<file path="config.mk">
export PLATFORM = sky130hd
export DESIGN_NAME = xts_tweak_gen
export DESIGN_NICKNAME = d
export VERILOG_FILES = /design/src/rtl/xts_tweak_pkg.sv /design/src/rtl/xts_lane_seed.sv /design/src/rtl/xts_lane_step.sv /design/src/rtl/xts_tweak_gen.sv
export SDC_FILE = /design/constraint.sdc
export NUM_CORES = 1
export LEC_CHECK = 0
export ABC_CLOCK_PERIOD_IN_PS = 10100
export BUFFER_PORTS_ARGS = -buffer_cell sky130_fd_sc_hd__buf_2
export CORE_AREA = 4 4 299 301
export CTS_CLUSTER_DIAMETER = 50
export DETAILED_ROUTE_END_ITERATION = 10
export DIE_AREA = 0 0 303 305
export GPL_ROUTABILITY_DRIVEN = 0
export PLACE_DENSITY = 0.63
export SLEW_MARGIN = 10
export SYNTH_ARGS = -nofsm -noshare
export SYNTH_HDL_FRONTEND = slang
export SYNTH_SLANG_ARGS = --single-unit
export TNS_END_PERCENT = 10
</file>
<file path="constraint.sdc">
create_clock -name clk -period 10.1 [get_ports clk]
set_input_delay 2.02 -clock clk [delete_from_list [all_inputs] [get_ports clk]]
set_output_delay 2.02 -clock clk [all_outputs]
set_load 0.005 [all_outputs]
</file>
<file path="src/rtl/xts_tweak_pkg.sv">
package xts_tweak_pkg;

    localparam int TW        = 128;
    localparam int HW        = TW / 2;
    localparam int MAX_LANES = 4;
    localparam logic [7:0] RED_POLY = 8'h87;

    typedef logic [TW-1:0] tweak_t;

    typedef enum logic [1:0] {
        GRP_1   = 2'b00,
        GRP_2   = 2'b01,
        GRP_4   = 2'b10,
        GRP_RSV = 2'b11
    } grp_e;

    typedef struct packed {
        logic [HW-1:0] hi;
        logic [HW-1:0] lo;
    } tweak_halves_t;

    function automatic int grp_lanes(grp_e g);
        case (g)
            GRP_2:   return 2;
            GRP_4:   return 4;
            default: return 1;
        endcase
    endfunction

    // Clip a requested group size to what the instance has lanes for.
    function automatic grp_e fit_grp(grp_e g, int lanes);
        grp_e r;
        r = g;
        if (g == GRP_RSV) r = GRP_1;
        if (r == GRP_4 && lanes < 4) r = (lanes >= 2) ? GRP_2 : GRP_1;
        if (r == GRP_2 && lanes < 2) r = GRP_1;
        return r;
    endfunction

    // Multiply by x^s (s small): shift both halves, move the low half's top
    // bits into the high half, and fold the high half's top bits back
    // through the reduction polynomial with a carry-less product.
    function automatic tweak_t mul_xpow(tweak_t t, int s);
        tweak_halves_t h;
        tweak_halves_t r;
        logic [HW-1:0] top_hi;
        logic [HW-1:0] top_lo;
        logic [HW-1:0] fold;
        h      = t;
        top_hi = h.hi >> (HW - s);
        top_lo = h.lo >> (HW - s);
        fold   = '0;
        for (int b = 0; b < 8; b++) begin
            if (RED_POLY[b]) fold = fold ^ (top_hi << b);
        end
        r.hi = (h.hi << s) | top_lo;
        r.lo = (h.lo << s) ^ fold;
        return r;
    endfunction

endpackage

</file>
<file path="src/rtl/xts_lane_seed.sv">
module xts_lane_seed
    import xts_tweak_pkg::*;
#(
    parameter int LANES = MAX_LANES
) (
    input  tweak_t               base,
    input  grp_e                 grp,
    output tweak_t [LANES-1:0]   seeds
);
    tweak_t [LANES-1:0] chain;
    int                 n_act;

    assign n_act = grp_lanes(grp);

    generate
        for (genvar k = 0; k < LANES; k++) begin : g_seed
            if (k == 0) begin : g_first
                assign chain[k] = base;
            end else begin : g_next
                assign chain[k] = mul_xpow(chain[k-1], 1);
            end
            assign seeds[k] = (k < n_act) ? chain[k] : '0;
        end
    endgenerate

endmodule

</file>
<file path="src/rtl/xts_lane_step.sv">
module xts_lane_step
    import xts_tweak_pkg::*;
(
    input  tweak_t cur,
    input  grp_e   grp,
    input  logic   single,
    output tweak_t nxt
);
    tweak_t by1, by2, by4;

    assign by1 = mul_xpow(cur, 1);
    assign by2 = mul_xpow(cur, 2);
    assign by4 = mul_xpow(cur, 4);

    always_comb begin
        if (single) begin
            nxt = by1;
        end else begin
            case (grp)
                GRP_2:   nxt = by2;
                GRP_4:   nxt = by4;
                default: nxt = by1;
            endcase
        end
    end

endmodule

</file>
<file path="src/rtl/xts_tweak_gen.sv">
module xts_tweak_gen
    import xts_tweak_pkg::*;
#(
    parameter int LANES = MAX_LANES
) (
    input  logic                clk,
    input  logic                rst,
    input  logic                load_valid,
    input  logic [TW-1:0]       load_tweak,
    input  logic [1:0]          lane_sel,
    input  logic                adv_valid,
    input  logic                adv_single,
    output logic                adv_ready,
    output logic [LANES*TW-1:0] lanes_out,
    output logic [TW-1:0]       next_tweak
);
    tweak_t             lane_q [LANES];
    tweak_t [LANES-1:0] seed_w;
    tweak_t             step_w [LANES];
    logic               loaded_q;
    grp_e               grp_q;
    grp_e               grp_in;
    logic               fire;

    assign grp_in    = fit_grp(grp_e'(lane_sel), LANES);
    assign adv_ready = loaded_q && !load_valid;
    assign fire      = adv_valid && adv_ready;

    xts_lane_seed #(.LANES(LANES)) u_seed (
        .base  (load_tweak),
        .grp   (grp_in),
        .seeds (seed_w)
    );

    generate
        for (genvar k = 0; k < LANES; k++) begin : g_lane
            xts_lane_step u_step (
                .cur    (lane_q[k]),
                .grp    (grp_q),
                .single (adv_single),
                .nxt    (step_w[k])
            );
            assign lanes_out[k*TW +: TW] = lane_q[k];
        end
    endgenerate

    assign next_tweak = lane_q[0];

    always_ff @(posedge clk) begin
        if (rst) begin
            loaded_q <= 1'b0;
            grp_q    <= GRP_1;
            for (int k = 0; k < LANES; k++) lane_q[k] <= '0;
        end else if (load_valid) begin
            loaded_q <= 1'b1;
            grp_q    <= grp_in;
            for (int k = 0; k < LANES; k++) lane_q[k] <= seed_w[k];
        end else if (fire) begin
            for (int k = 0; k < LANES; k++) lane_q[k] <= step_w[k];
        end
    end

endmodule

</file>
======== Yosys cells after proc, flatten, opt, wreduce, memory -nomap -nowiden ========
Memories as Yosys holds them, arrays and structs flattened.
Cells that the tools add are included.
operators by class
  reductions and logical operators ........ 3
  $lt $le $gt $ge ......................... 4
  multiplexer cells ....................... 31
  equal/unequal tests ..................... 5
  bitwise logic cells ..................... 83
operator list
  kind                   number
  $mux W128              16
  $pmux W128 S2          4
  $xor A64 B64 Y64       10
  $or A64 B1 Y64         7
  $xor A64 B8 Y64        7
  $xor A64 B3 Y64        6
  $or A64 B2 Y64         4
  $or A64 B4 Y64         4
  $xor A64 B11 Y64       4
  $xor A64 B9 Y64        4
  $lt A3 B32 Y1 const A  2
  $xor A6 B11 Y11        4
  $lt A2 B32 Y1 const A  1
  $xor A5 B6 Y6          4
  $xor A4 B5 Y5          4
  $xor A3 B4 Y4          4
  $xor A2 B3 Y3          5
  $xor A1 B2 Y2          7
  $mux W1                9
  $or A1 B1 Y1           8
  $xor A3 B8 Y8          1
  $eq A2 B2 Y1 const B   3
  $pmux W3 S2            1
  $eq A2 B1 Y1 const B   2
  other kinds (4)        5
storage, ports and cells
  RAM bits ................................ 512
  input bits .............................. 135
  flip-flop bits (word level) ............. 3
  output and inout port bits .............. 641
  logic and storage cells ................. 129
  memories ................................ 1
memories
  memory  words  width  rd ports  clocked after memory_dff  write ports  RTL line             text
  lane_q  4      128    4         0                         4            xts_tweak_gen.sv:17  tweak_t lane_q [LANES];

======== Depth between registers and ports, before layout ========
  depth after elaboration ................. 12
  mapped depth ............................ 9
  gate-level depth less buffers ........... 5

======== Modules after synthesis ========
A second synthesis with hierarchy kept.
second synthesis, totals
  cell total of the unflattened synthesis .. 4,912
  area, all modules ....................... 41,115.7 um^2
modules (own cells, without submodules)
  module                                seq. area each (um^2)  area an instance (um^2)  times used  cells each
  xts_tweak_gen                         15,434.8               26,828.2                 1           2,482
  xts_lane_step (g_lane[2].u_step ...)  0.0                    2,758.9                  2           469
  xts_lane_step (g_lane[0].u_step ...)  0.0                    2,721.4                  2           469
  xts_lane_seed                         0.0                    3,326.9                  1           554

======== Least setup slack after synthesis ========
No wires, ideal clock.
  kind .................................... input port to flip-flop
  start point ............................. in load_valid
  end point ............................... mem lane_q[0][0] in the netlist's numbering, enable pin
  stages on the path ...................... 2
  setup slack ............................. 4,784 ps
  buffers on the path ..................... 1
  required time ........................... 9,614 ps
  setup time .............................. 486 ps
  arrival time ............................ 4,830 ps
  path through ............................ buf_2 a211o_1
RTL lines
  what                RTL line             text
  start: declaration  xts_tweak_gen.sv:8   input logic load_valid,
  end: declaration    xts_tweak_gen.sv:17

======== Final worst setup path ========
  start point ............................. in load_valid
  end point ............................... out adv_ready
on the way
  longest elaborated chain between the ends .. 2
RTL lines
  what                 RTL line             text
  $logic_not A1 Y1     xts_tweak_gen.sv:26  assign adv_ready = loaded_q && !load_valid;
  $logic_and A1 B1 Y1  xts_tweak_gen.sv:26
  end: declaration     xts_tweak_gen.sv:13  output logic adv_ready,
Every way passes these cells.

==> out/results.ini <==
[run_status]
status=completed

[clock_network]
postCtsHoldBufs=0
clkTransAtPathRegs_ps=50
clockBufferDepth=3
insertion_delay_ps=610
cts.sinks=515
clockRootBuffer=clkbuf_16
cts_buffers=78
htreeDepth=3
postCtsSetupBuffers=0
ctsResizeCount=0
cts_tree=yes

[sta]
tightest_slew_ps=1270
timing.final.ws_setup_ps=5430
finalSetupTns_ps=0
fmax_mhz=214
finalSetupViolCount=0
rsz0062_at_grt=false
fin_crit_sh=0.463
fin_crit_ps=4670
final_hold_viol_count=0
slew_headroom=0.153
fin_skew_ps=38.4
maxSlewViolCount=0

[pwr]
fin_total_pwr_mw=6.24
p_per_area_mw_per_mm2=172
ir_worst_vdd_v=0.000116
pwr-share-comb=0.130
seq_power_share=0.443
power_leakage_nw=14.8
switching_share=0.288
p_switching_mw=1.80
pwr-share-clk=0.427
p_int_mw=4.45

[global_routing]
grt_use_total=0.244
grt_pass1_wl_um=180000
grt_max_degree=201
first_global_vias=27203
antenna_found_initial=4
grt_overflow=0

[setup_path]
startpoint=load_valid
cp-start-kind=input port
ff2ff_path_depth=6
rr_endpoint=lane_q[0][58]
worstPathArrival_ps=2650
timing.rr.start=grp_q[0]
regToRegSetupSlack_ps=6350
path_class=input port to output port
required_ps=8080
cp_max_fo=14
crit_path_end_kind=output port

[final_layout]
layout-drive-gt1-share=0.270
utilization=0.419
layout_commonest_cell=buf_2
fin_nets=3543
final_area_mm2=0.0363
multi_input_comb_area_mm2=0.0126
fillers=8388
layout_common_cells=buf_2, edfxtp_1, a221oi_1, nor2_1, o31ai_1
synthToLayoutAreaGrowth_pct=18.5
register_area_mm2=0.0154

[yosys]
synthXorXnorAreaFrac=0.0210
synth.area.top_cells=edfxtp_1, a221oi_1, o31ai_1, nor2_1, nand2_1
synth_top_flop_cell=edfxtp_1
synth_compound_area_frac=0.278
yosysTopAreaCell=edfxtp_1
ys_seq_area_frac=0.504
syn-instance-count=2993
synth_mux_area_frac=0.000654
asyncSetResetFlopFracSynth=0
synth.distinct_cells=37
syn_area_mm2=0.0306
synth_top_area_share=0.502
synth_edf_count=512
synth_seq_cells=515
yosysWarnings=0
syn-num-nets=3134
avgSynthCellArea_um2=10.2
synth_simple_gate_area_share=0.108
synth_top_family_by_area=compound AO/OA/AOI/OAI gates
synth_fa_ha_area_frac=0.00245

[place]
post-place-ws_ps=5210
place_area_mm2=0.0338
hpwl_um=78500
portBuffers=775

[hold_path]
hold_depth=2
hp-start=loaded_q
hold_path_end=loaded_q
hold_path.class=flip-flop to flip-flop

[routing]
drc=0
route.detailed.wl_per_inst_um=26.0
num_vias=29280
postRouteAntennaNets=0
wl_um=120000
dr.pass1.iters=7
viasPerCell=6.34
first_iter_violations=4306

[floorplan]
start_util=0.354
die_w_um=303
ios=776
die_y_um=305
num_rows=108
die_area_mm2=0.0924
core_mm2=0.0866

[flow_run]
max_cap_viol_count=0

==> metrics by stage <==
| step | instances | hold WS [ps] |
|---|---|---|
| 6_report | 4620 | 579 |
| 3_3_place_gp | 4477 | 552 |
| 3_5_place_dp | 4477 | 570 |
| 5_1_grt | 4620 | 613 |
| 4_1_cts | 4616 | 577 |
| 2_1_floorplan | 2993 | 487 |
==> worst max path at each step <==
stage	slack [ps]	depth (start not counted)	endpoint
2_1_floorplan	4780	2	lane_q[0][0]
3_3_place_gp	5250	6	lane_q[1][76]
3_5_place_dp	5210	6	lane_q[0][58]
4_1_cts	5420	3	adv_ready
5_1_grt	5390	3	adv_ready
6_report	5430	3	adv_ready
==> metal layers <==
layer | share of wire | wire (um) | vias to the layer above | global-route usage
li1 | - | - | 12555 | -
met1 | 0.39 | 46700 | 14448 | 0.341
met2 | 0.48 | 57300 | 2053 | 0.383
met3 | 0.10 | 12400 | 224 | 0.0409
met4 | 0.033 | 3940 | 0 | 0.0895
met5 | 0 | 0 | - | 0
==> power by group through the flow <==
stage | clock network [mW] | registers (mW) | logic [mW]
after global placement | 0 | 2.80 | 0.798
after detailed placement | 0 | 2.80 | 0.805
after CTS | 2.70 | 2.76 | 0.807
after floorplan | 0 | 2.73 | 0.469
after global routing | 2.79 | 2.79 | 0.877
final | 2.66 | 2.77 | 0.811
==> cells by family (layout without fill, tap and decap cells) <==
group / Yosys count / in the layout
compound gates: 1067 / 1067
xor+xnor: 53 / 53
fa+ha+maj: 6 / 6
buf+inv: 480 / 948
flops: 515 / 515
mux: 2 / 2
other cells: 0 / 4
simple gates: 870 / 870
==> synthesized netlist by cell type, types with 3 or more instances <==
master     count
buf_4        130
o211ai_1       4
edfxtp_1     512
a31oi_1        4
buf_6         35
o2111ai_1      3
xnor2_1        4
ha_1           6
xor3_1        12
xor2_1        37
buf_1         14
dfxtp_1        3
o21ai_1       22
inv_1          4
o21a_1         4
o21ai_0       33
o22ai_1        6
nand2_1      378
a221oi_1     505
o31ai_1      476
nor2_1       481
a211o_1        4
clkbuf_1     235
buf_2         62
==> state kept, by name, indices dropped and copies added (netlist names) <==
name / flops
loaded_q: 1
lane_q: 512
grp_q: 2
==> worst max-delay path, cell delays in order <==
cell     delay (ps)
buf_2           270
and2b_1         240
buf_2           130
==> layout make-up <==
cell class                      count  share of cell area
Inverter                            4            0.000414
Clock buffer                       92              0.0564
Clock inverter                     47              0.0125
Timing Repair Buffer              805               0.117
Sequential cell                   515               0.425
Tap cell                         1155              0.0398
Multi-Input combinational cell   1998               0.348
Antenna cell                        4            0.000276
No activity file was read; power rests on OpenSTA's default activity.
